File: config.mk
export PLATFORM = sky130hd
export DESIGN_NAME = sat_alu
export DESIGN_NICKNAME = d
export VERILOG_FILES = /design/src/rtl/sat_pkg.sv /design/src/rtl/sat_addsub.sv /design/src/rtl/sat_clamp.sv /design/src/rtl/sat_alu.sv
export SDC_FILE = /design/constraint.sdc
export NUM_CORES = 1
export LEC_CHECK = 0
export BUFFER_PORTS_ARGS = -buffer_cell sky130_fd_sc_hd__buf_2
export CAP_MARGIN = 20
export CELL_PAD_IN_SITES_DETAIL_PLACEMENT = 0
export CELL_PAD_IN_SITES_GLOBAL_PLACEMENT = 1
export CORE_UTILIZATION = 35
export CTS_CLUSTER_SIZE = 25
export DETAILED_ROUTE_END_ITERATION = 16
export PLACE_DENSITY = 0.62
export SLEW_MARGIN = 20
export SYNTH_ARGS = -nofsm -noshare
export SYNTH_HDL_FRONTEND = slang
export SYNTH_SLANG_ARGS = --single-unit
File: constraint.sdc
create_clock -name clk -period 4.4 [get_ports clk]
set_clock_uncertainty 0.15 [all_clocks]
set_input_delay 0.88 -clock clk [delete_from_list [all_inputs] [get_ports clk]]
set_output_delay 0.88 -clock clk [all_outputs]
set_load 0.02 [all_outputs]
File: src/rtl/sat_pkg.sv
package sat_pkg;

  typedef enum logic [3:0] {
    OP_SADD   = 4'd0,
    OP_SSUB   = 4'd1,
    OP_FADD   = 4'd2,
    OP_DBL    = 4'd3,
    OP_UADD   = 4'd4,
    OP_USUB   = 4'd5,
    OP_SCLAMP = 4'd6,
    OP_UCLAMP = 4'd7,
    OP_SCL16  = 4'd8,
    OP_UCL16  = 4'd9
  } sat_op_e;

  localparam logic [3:0] OP_LAST = 4'd9;

endpackage

File: src/rtl/sat_addsub.sv
module sat_addsub
  import sat_pkg::*;
#(
  parameter int DW = 32
) (
  input  sat_op_e         op,
  input  logic [DW-1:0]   a,
  input  logic [DW-1:0]   b,
  output logic [DW-1:0]   res,
  output logic            hit
);

  localparam logic [DW-1:0] SMAX = {1'b0, {(DW-1){1'b1}}};
  localparam logic [DW-1:0] SMIN = {1'b1, {(DW-1){1'b0}}};
  localparam logic [DW-1:0] QTR  = DW'(1) << (DW - 2);
  localparam logic [DW-1:0] NQTR = ~QTR + DW'(1);

  logic [DW-1:0] sum, diff;
  logic          s_add_ovf, s_sub_ovf;

  assign sum  = a + b;
  assign diff = a - b;

  // signed overflow: result sign departs from opa under the operand-sign rule
  assign s_add_ovf = (sum[DW-1]  ^ a[DW-1]) & ~(a[DW-1] ^ b[DW-1]);
  assign s_sub_ovf = (diff[DW-1] ^ a[DW-1]) &  (a[DW-1] ^ b[DW-1]);

  function automatic logic [DW-1:0] f_sclamp(input logic neg);
    return neg ? SMIN : SMAX;
  endfunction

  always_comb begin
    res = '0;
    hit = 1'b0;
    unique case (op)
      OP_SADD: begin
        hit = s_add_ovf;
        res = s_add_ovf ? f_sclamp(a[DW-1]) : sum;
      end
      OP_SSUB: begin
        hit = s_sub_ovf;
        res = s_sub_ovf ? f_sclamp(a[DW-1]) : diff;
      end
      OP_FADD: begin
        hit = s_add_ovf;
        res = sum;
      end
      OP_DBL: begin
        if ($signed(a) >= $signed(QTR)) begin
          hit = 1'b1;
          res = SMAX;
        end else if ($signed(a) <= $signed(NQTR)) begin
          hit = 1'b1;
          res = SMIN;
        end else begin
          res = {a[DW-2:0], 1'b0};
        end
      end
      OP_UADD: begin
        hit = (sum < a);
        res = hit ? '1 : sum;
      end
      OP_USUB: begin
        hit = (diff > a);
        res = hit ? '0 : diff;
      end
      default: begin
        res = '0;
        hit = 1'b0;
      end
    endcase
  end

endmodule

File: src/rtl/sat_clamp.sv
module sat_clamp
  import sat_pkg::*;
#(
  parameter int DW = 32,
  parameter int HW = 16,
  parameter int NW = 5
) (
  input  sat_op_e         op,
  input  logic [DW-1:0]   a,
  input  logic [NW-1:0]   n,
  output logic [DW-1:0]   res,
  output logic            hit
);

  localparam int LANES = DW / HW;

  // returns {clamped, value}
  function automatic logic [DW:0] f_sat_s(input logic [DW-1:0] v, input logic [NW-1:0] w);
    logic [DW-1:0]        m;
    logic signed [DW-1:0] top;
    m   = (DW'(1) << w) - DW'(1);
    top = $signed(v) >>> w;
    if (top > 0)       return {1'b1, m};
    else if (top < -1) return {1'b1, ~m};
    return {1'b0, v};
  endfunction

  function automatic logic [DW:0] f_sat_u(input logic [DW-1:0] v, input logic [NW-1:0] w);
    logic [DW-1:0] m;
    m = (DW'(1) << w) - DW'(1);
    if (v[DW-1])   return {1'b1, {DW{1'b0}}};
    else if (v > m) return {1'b1, m};
    return {1'b0, v};
  endfunction

  logic [DW:0]       full_s, full_u;
  logic [LANES-1:0]  lane_hit;
  logic [DW-1:0]     lane_pack;
  logic              lane_signed;

  assign full_s      = f_sat_s(a, n);
  assign full_u      = f_sat_u(a, n);
  assign lane_signed = (op == OP_SCL16);

  for (genvar g = 0; g < LANES; g++) begin : g_lane
    logic [DW-1:0] ext;
    logic [DW:0]   ls, lu;
    assign ext = {{(DW-HW){a[g*HW+HW-1]}}, a[g*HW +: HW]};
    assign ls  = f_sat_s(ext, n);
    assign lu  = f_sat_u(ext, n);
    assign lane_hit[g]            = lane_signed ? ls[DW] : lu[DW];
    assign lane_pack[g*HW +: HW]  = lane_signed ? ls[HW-1:0] : lu[HW-1:0];
  end

  always_comb begin
    res = '0;
    hit = 1'b0;
    unique case (op)
      OP_SCLAMP: begin
        res = full_s[DW-1:0];
        hit = full_s[DW];
      end
      OP_UCLAMP: begin
        res = full_u[DW-1:0];
        hit = full_u[DW];
      end
      OP_SCL16, OP_UCL16: begin
        res = lane_pack;
        hit = |lane_hit;
      end
      default: begin
        res = '0;
        hit = 1'b0;
      end
    endcase
  end

endmodule

File: src/rtl/sat_alu.sv
module sat_alu
  import sat_pkg::*;
#(
  parameter int DW = 32,
  parameter int HW = 16,
  localparam int NW = $clog2(DW)
) (
  input  logic          clk,
  input  logic          rst_n,
  input  logic          in_valid,
  input  logic [3:0]    op,
  input  logic [DW-1:0] opa,
  input  logic [DW-1:0] opb,
  input  logic [NW-1:0] sat_width,
  input  logic          flag_clr,
  output logic          out_valid,
  output logic [DW-1:0] result,
  output logic          sat_flag
);

  sat_op_e       op_e;
  logic          op_known;
  logic          use_clamp;
  logic [DW-1:0] as_res, cl_res, sel_res;
  logic          as_hit, cl_hit;
  logic          sat_hit;
  logic          set_event;

  assign op_e      = sat_op_e'(op);
  assign op_known  = (op <= OP_LAST);
  assign use_clamp = (op >= OP_SCLAMP);

  sat_addsub #(.DW(DW)) u_addsub (
    .op  (op_e),
    .a   (opa),
    .b   (opb),
    .res (as_res),
    .hit (as_hit)
  );

  sat_clamp #(.DW(DW), .HW(HW), .NW(NW)) u_clamp (
    .op  (op_e),
    .a   (opa),
    .n   (sat_width),
    .res (cl_res),
    .hit (cl_hit)
  );

  assign sel_res   = !op_known ? '0 : (use_clamp ? cl_res : as_res);
  assign sat_hit   = op_known & (use_clamp ? cl_hit : as_hit);
  assign set_event = in_valid & sat_hit;

  always_ff @(posedge clk or negedge rst_n) begin
    if (!rst_n) begin
      out_valid <= 1'b0;
      result    <= '0;
      sat_flag  <= 1'b0;
    end else begin
      out_valid <= in_valid;
      if (in_valid) result <= sel_res;
      if (set_event)     sat_flag <= 1'b1;
      else if (flag_clr) sat_flag <= 1'b0;
    end
  end

  AST_DONE_FOLLOWS: assert property (@(posedge clk) disable iff (!rst_n)
    in_valid |=> out_valid);
  AST_DONE_PULSE: assert property (@(posedge clk) disable iff (!rst_n)
    !in_valid |=> !out_valid);
  AST_RESULT_HOLD: assert property (@(posedge clk) disable iff (!rst_n)
    !in_valid |=> $stable(result));
  AST_FLAG_SET: assert property (@(posedge clk) disable iff (!rst_n)
    (in_valid && sat_hit) |=> sat_flag);
  AST_FLAG_STICKY: assert property (@(posedge clk) disable iff (!rst_n)
    (sat_flag && !flag_clr) |=> sat_flag);
  AST_FLAG_CLEAR: assert property (@(posedge clk) disable iff (!rst_n)
    (flag_clr && !set_event) |=> !sat_flag);
  AST_UNKNOWN_OP: assert property (@(posedge clk) disable iff (!rst_n)
    (in_valid && !op_known) |=> (result == '0 && $stable(sat_flag)));

endmodule

==> key figures <==
Run status
  • Status: finished with violations
  • Failing checks: negative setup slack

Worst setup path
  • Crit Path Class: input port to register
  • Arrival time at the worst endpoint: 5.92 ns
  • Critical path launch point type: input port
  • Crit Path Max Fanout: 12
  • Top cell by count, worst path: buf_4
  • Worst path max stage delay: a little under 0.6 ns
  • Worst R2R Setup Slack: 2.52 ns
  • CP top delay family: compound AO/OA/AOI/OAI gates
  • Critical Path Slowest Stage Cell: or4_1
  • Crit end category: register
  • Crit path required time: 4.40 ns
  • CP Buf/Inv Count: 4
  • CP cell instances: buf_2 > buf_4 > ha_1 > buf_4 > a211o_1 > a21oi_1 > o31a_1 > a2111oi_4 > o31a_1 > or3b_2 > xnor2_2 > ha_1 > nand4_1 > or4_1 > a21oi_4 > nor3_4 > buf_4 > a2111oi_0 > o31ai_1 > o221ai_2 > o221ai_1

Power
  • Int Pwr: about 2.2 mW
  • Pwr Total: 4.36 mW
  • Max IR drop VDD: approximately 120 uV
  • Power per cell area: 177 nW/um^2
  • Logic pwr share: 82.9%
  • Clock power frac: about 8.7%
  • Sw Share: 49.4%
  • Leakage power total: ~11 nW
  • Net Switching: 2.16 mW
  • Sequential Power Share: 8.5%

Floorplan
  • Die area: 47,100 um^2
  • Initial Util: ~36%
  • Die extent in x: between 200 and 250 um
  • Die height: 217 um
  • IO Pins: 111
  • Core Region: 45,500 um^2
  • # rows: 78

Clock tree
  • Root Buffer: clkbuf_16
  • TritonCTS clock tree: built
  • Clock slew seen by the registers of the worst setup and hold paths: approximately 0.06 ns
  • # hold bufs at CTS: 0
  • Worst-Skew Late Latency: approximately 0.29 ns
  • CTS Buffer Depth: 2
  • H-tree depth: 2
  • TritonCTS Buffers: 5
  • Clock sinks: 34

STA
  • Final worst-path cycle share: 135%
  • Setup Viol. Count Final: 33
  • Worst-Margin Slew: 1.06 ns
  • RSZ-0062 raised after global routing: true
  • Final Max Slew Viols: 0
  • Slew margin rel.: 29.1%
  • Fmax: between 150 and 200 MHz
  • Tmin final: between 5 and 6 ns
  • Final WS setup: -1.52 ns
  • Final Hold Fails: 0

Synth
  • EDFF count, synth: 0
  • Syn Std Cell Area: roughly 16,000 um^2
  • Distinct cells, synth: 99
  • Seq/Total Area, Yosys: 5.26%
  • Synthesis warning total: 0
  • Synthesized area per cell: just over 7 um^2
  • Post-synthesis register bit count: 34
  • Post-synthesis async set-or-reset flop share: 100%
  • Top FF cell, synth: dfrtp_1
  • Synth Instances: 2,272

Global route
  • Initial antenna violation count: 3
  • Gr ovfl total: 0
  • GRT Util Overall: about two fifths
  • Largest net degree at the start of global routing: 58
  • Vias in the first global route: 22,000
  • First-pass GRT wire length: 144,000 um

Flow run
  • Maxcap violations: 0

Detailed routing
  • Drt drc: 0
  • Antenna Nets Post-Route: 0
  • Via Count: 22,600
  • Avg WL per Cell: 27.5 um
  • Final WL: 100,000 um
  • Via density: 6.21
  • DR pass1 iterations: 6
  • Iteration-0 DRC Markers: approximately 2,100

Cells and area
  • Final #Nets: about 3,300
  • Layout cells sized above 1: 39.6%
  • Layout area overhead: 52.5%
  • Commonest cells after routing, fill and taps aside: buf_4, a21oi_1, ha_1
  • Commonest non-fill, non-tap cell in the layout: buf_4
  • Post-route design area: 24,700 um^2
  • Final Non-Filler Cells: around 3,600

Placement
  • Port Buffers: 110
  • Cell Area, Placed: 23,000 um^2
  • Dpl hpwl: 80,100 um
  • Dpl ws: -2.36 ns
  • Routability cong.: about 1.0
  • Dpl cells: 3,580

Worst hold path
  • Hold/Removal Path Class: register to register
==> repair_timing <==
item / CTS / global route
pin swaps: 47 / 82
buffers inserted: 23 / 27
setup endpoints to repair: 33 / 33
cloned: 0 / 1
resized for setup: 100 / 110
==> routing by layer <==
| layer | global-route usage [%] | up-vias | wire [um] |
|---|---|---|---|
| met5 | 0 | - | 25 |
| met4 | 25.1 | 4 | 6810 |
| met3 | 5.74 | 312 | 7870 |
| met2 | 67.0 | 1200 | 45500 |
| met1 | 50.9 | 10900 | 39900 |
| li1 | - | 10200 | - |
==> state kept, by name, indices dropped and copies added (netlist names) <==
register   count
out_valid      1
result        32
sat_flag       1
==> Yosys cell counts, types with 34 or more instances <==
cell type  instances  area share (%)
nand2_1          151             3.5
inv_1            143             3.3
mux2i_1           63             3.9
nor3_1            60             1.9
nor2b_1           35             1.4
a21oi_1          214             6.6
nor2_1           182             4.2
a211oi_1          52             2.4
nand4_1           35             1.4
xnor2_1           45             2.4
nand3_1           71             2.2
dfrtp_1           34             5.3
o211ai_1          47             2.2
a31oi_1           39             1.5
o21ai_0          139             4.3
ha_1             216              17
a21o_1            43             2.0
clkbuf_1         119             2.8
==> worst reg2reg max path, stage by stage (launching register included) <==
cell and delay [ns]:
dfrtp_1 0.41, nor2b_1 0.17, a2111oi_2 0.28, nand3b_1 0.18, a2111oi_4 0.39, a41oi_2 0.16
==> stage by stage <==
| stage | TNS (ns) | hold slack [ns] | util, % |
|---|---|---|---|
| floorplan | -35.93 | 0.434 | - |
| global placement | -72.25 | 0.400 | 50.7 |
| detailed placement | -67.03 | 0.408 | 50.7 |
| CTS | -44.15 | 0.422 | 52.5 |
| global route | -52.84 | 0.439 | 54.2 |
| finish | -45.95 | 0.430 | 54.2 |
==> area by class of cell <==
| type | instances | area, um^2 |
|---|---|---|
| fillers | 4420 | 20800 |
| multi-input cells | 1919 | 15300 |
| repair buffers | 922 | 7000 |
| flip-flops and latches | 34 | 851 |
| well taps | 600 | 751 |
| inverters | 150 | 584 |
| clock buffers | 7 | 143 |
| clock inverters | 1 | 5.00 |
| diodes | 1 | 2.50 |
==> cell families (layout without fill, tap and decap cells) <==
kind of cell | Yosys count | in the layout | synth area share [%]
muxes | 110 | 110 | 9.28
xor gates and xnor gates | 59 | 59 | 3.20
other | 2 | 4 | 0.0464
buffers and inverters | 320 | 1080 | 8.53
adders and majority gates | 219 | 219 | 17.1
and+or+nand+nor | 699 | 699 | 21.9
DFF | 34 | 34 | 5.26
AOI/OAI and AO/OA | 829 | 829 | 34.7
==> power by group through the flow <==
stage | Clock, mW | Sequential (mW) | Combinational (mW)
4_1_cts | 0.379 | 0.369 | 3.39
6_report | 0.378 | 0.370 | 3.61
5_1_grt | 0.389 | 0.370 | 3.83
3_3_place_gp | 0 | 0.375 | 3.22
3_5_place_dp | 0 | 0.375 | 3.26
2_1_floorplan | 0 | 0.396 | 1.62
==> path summary, 6_finish.rpt <==
check                           startpoint         end  depth (start not counted)
worst min register to register  result[11]  result[11]                          2
worst max-delay path               opa[12]  result[16]                         21
max in group asynchronous            rst_n  result[27]                          1
worst max register to register  result[30]  result[30]                          5
worst min-delay path            result[11]  result[11]                          2
min in group asynchronous            rst_n  result[10]                          1
Note: power is estimated with default switching activity, not from simulation.
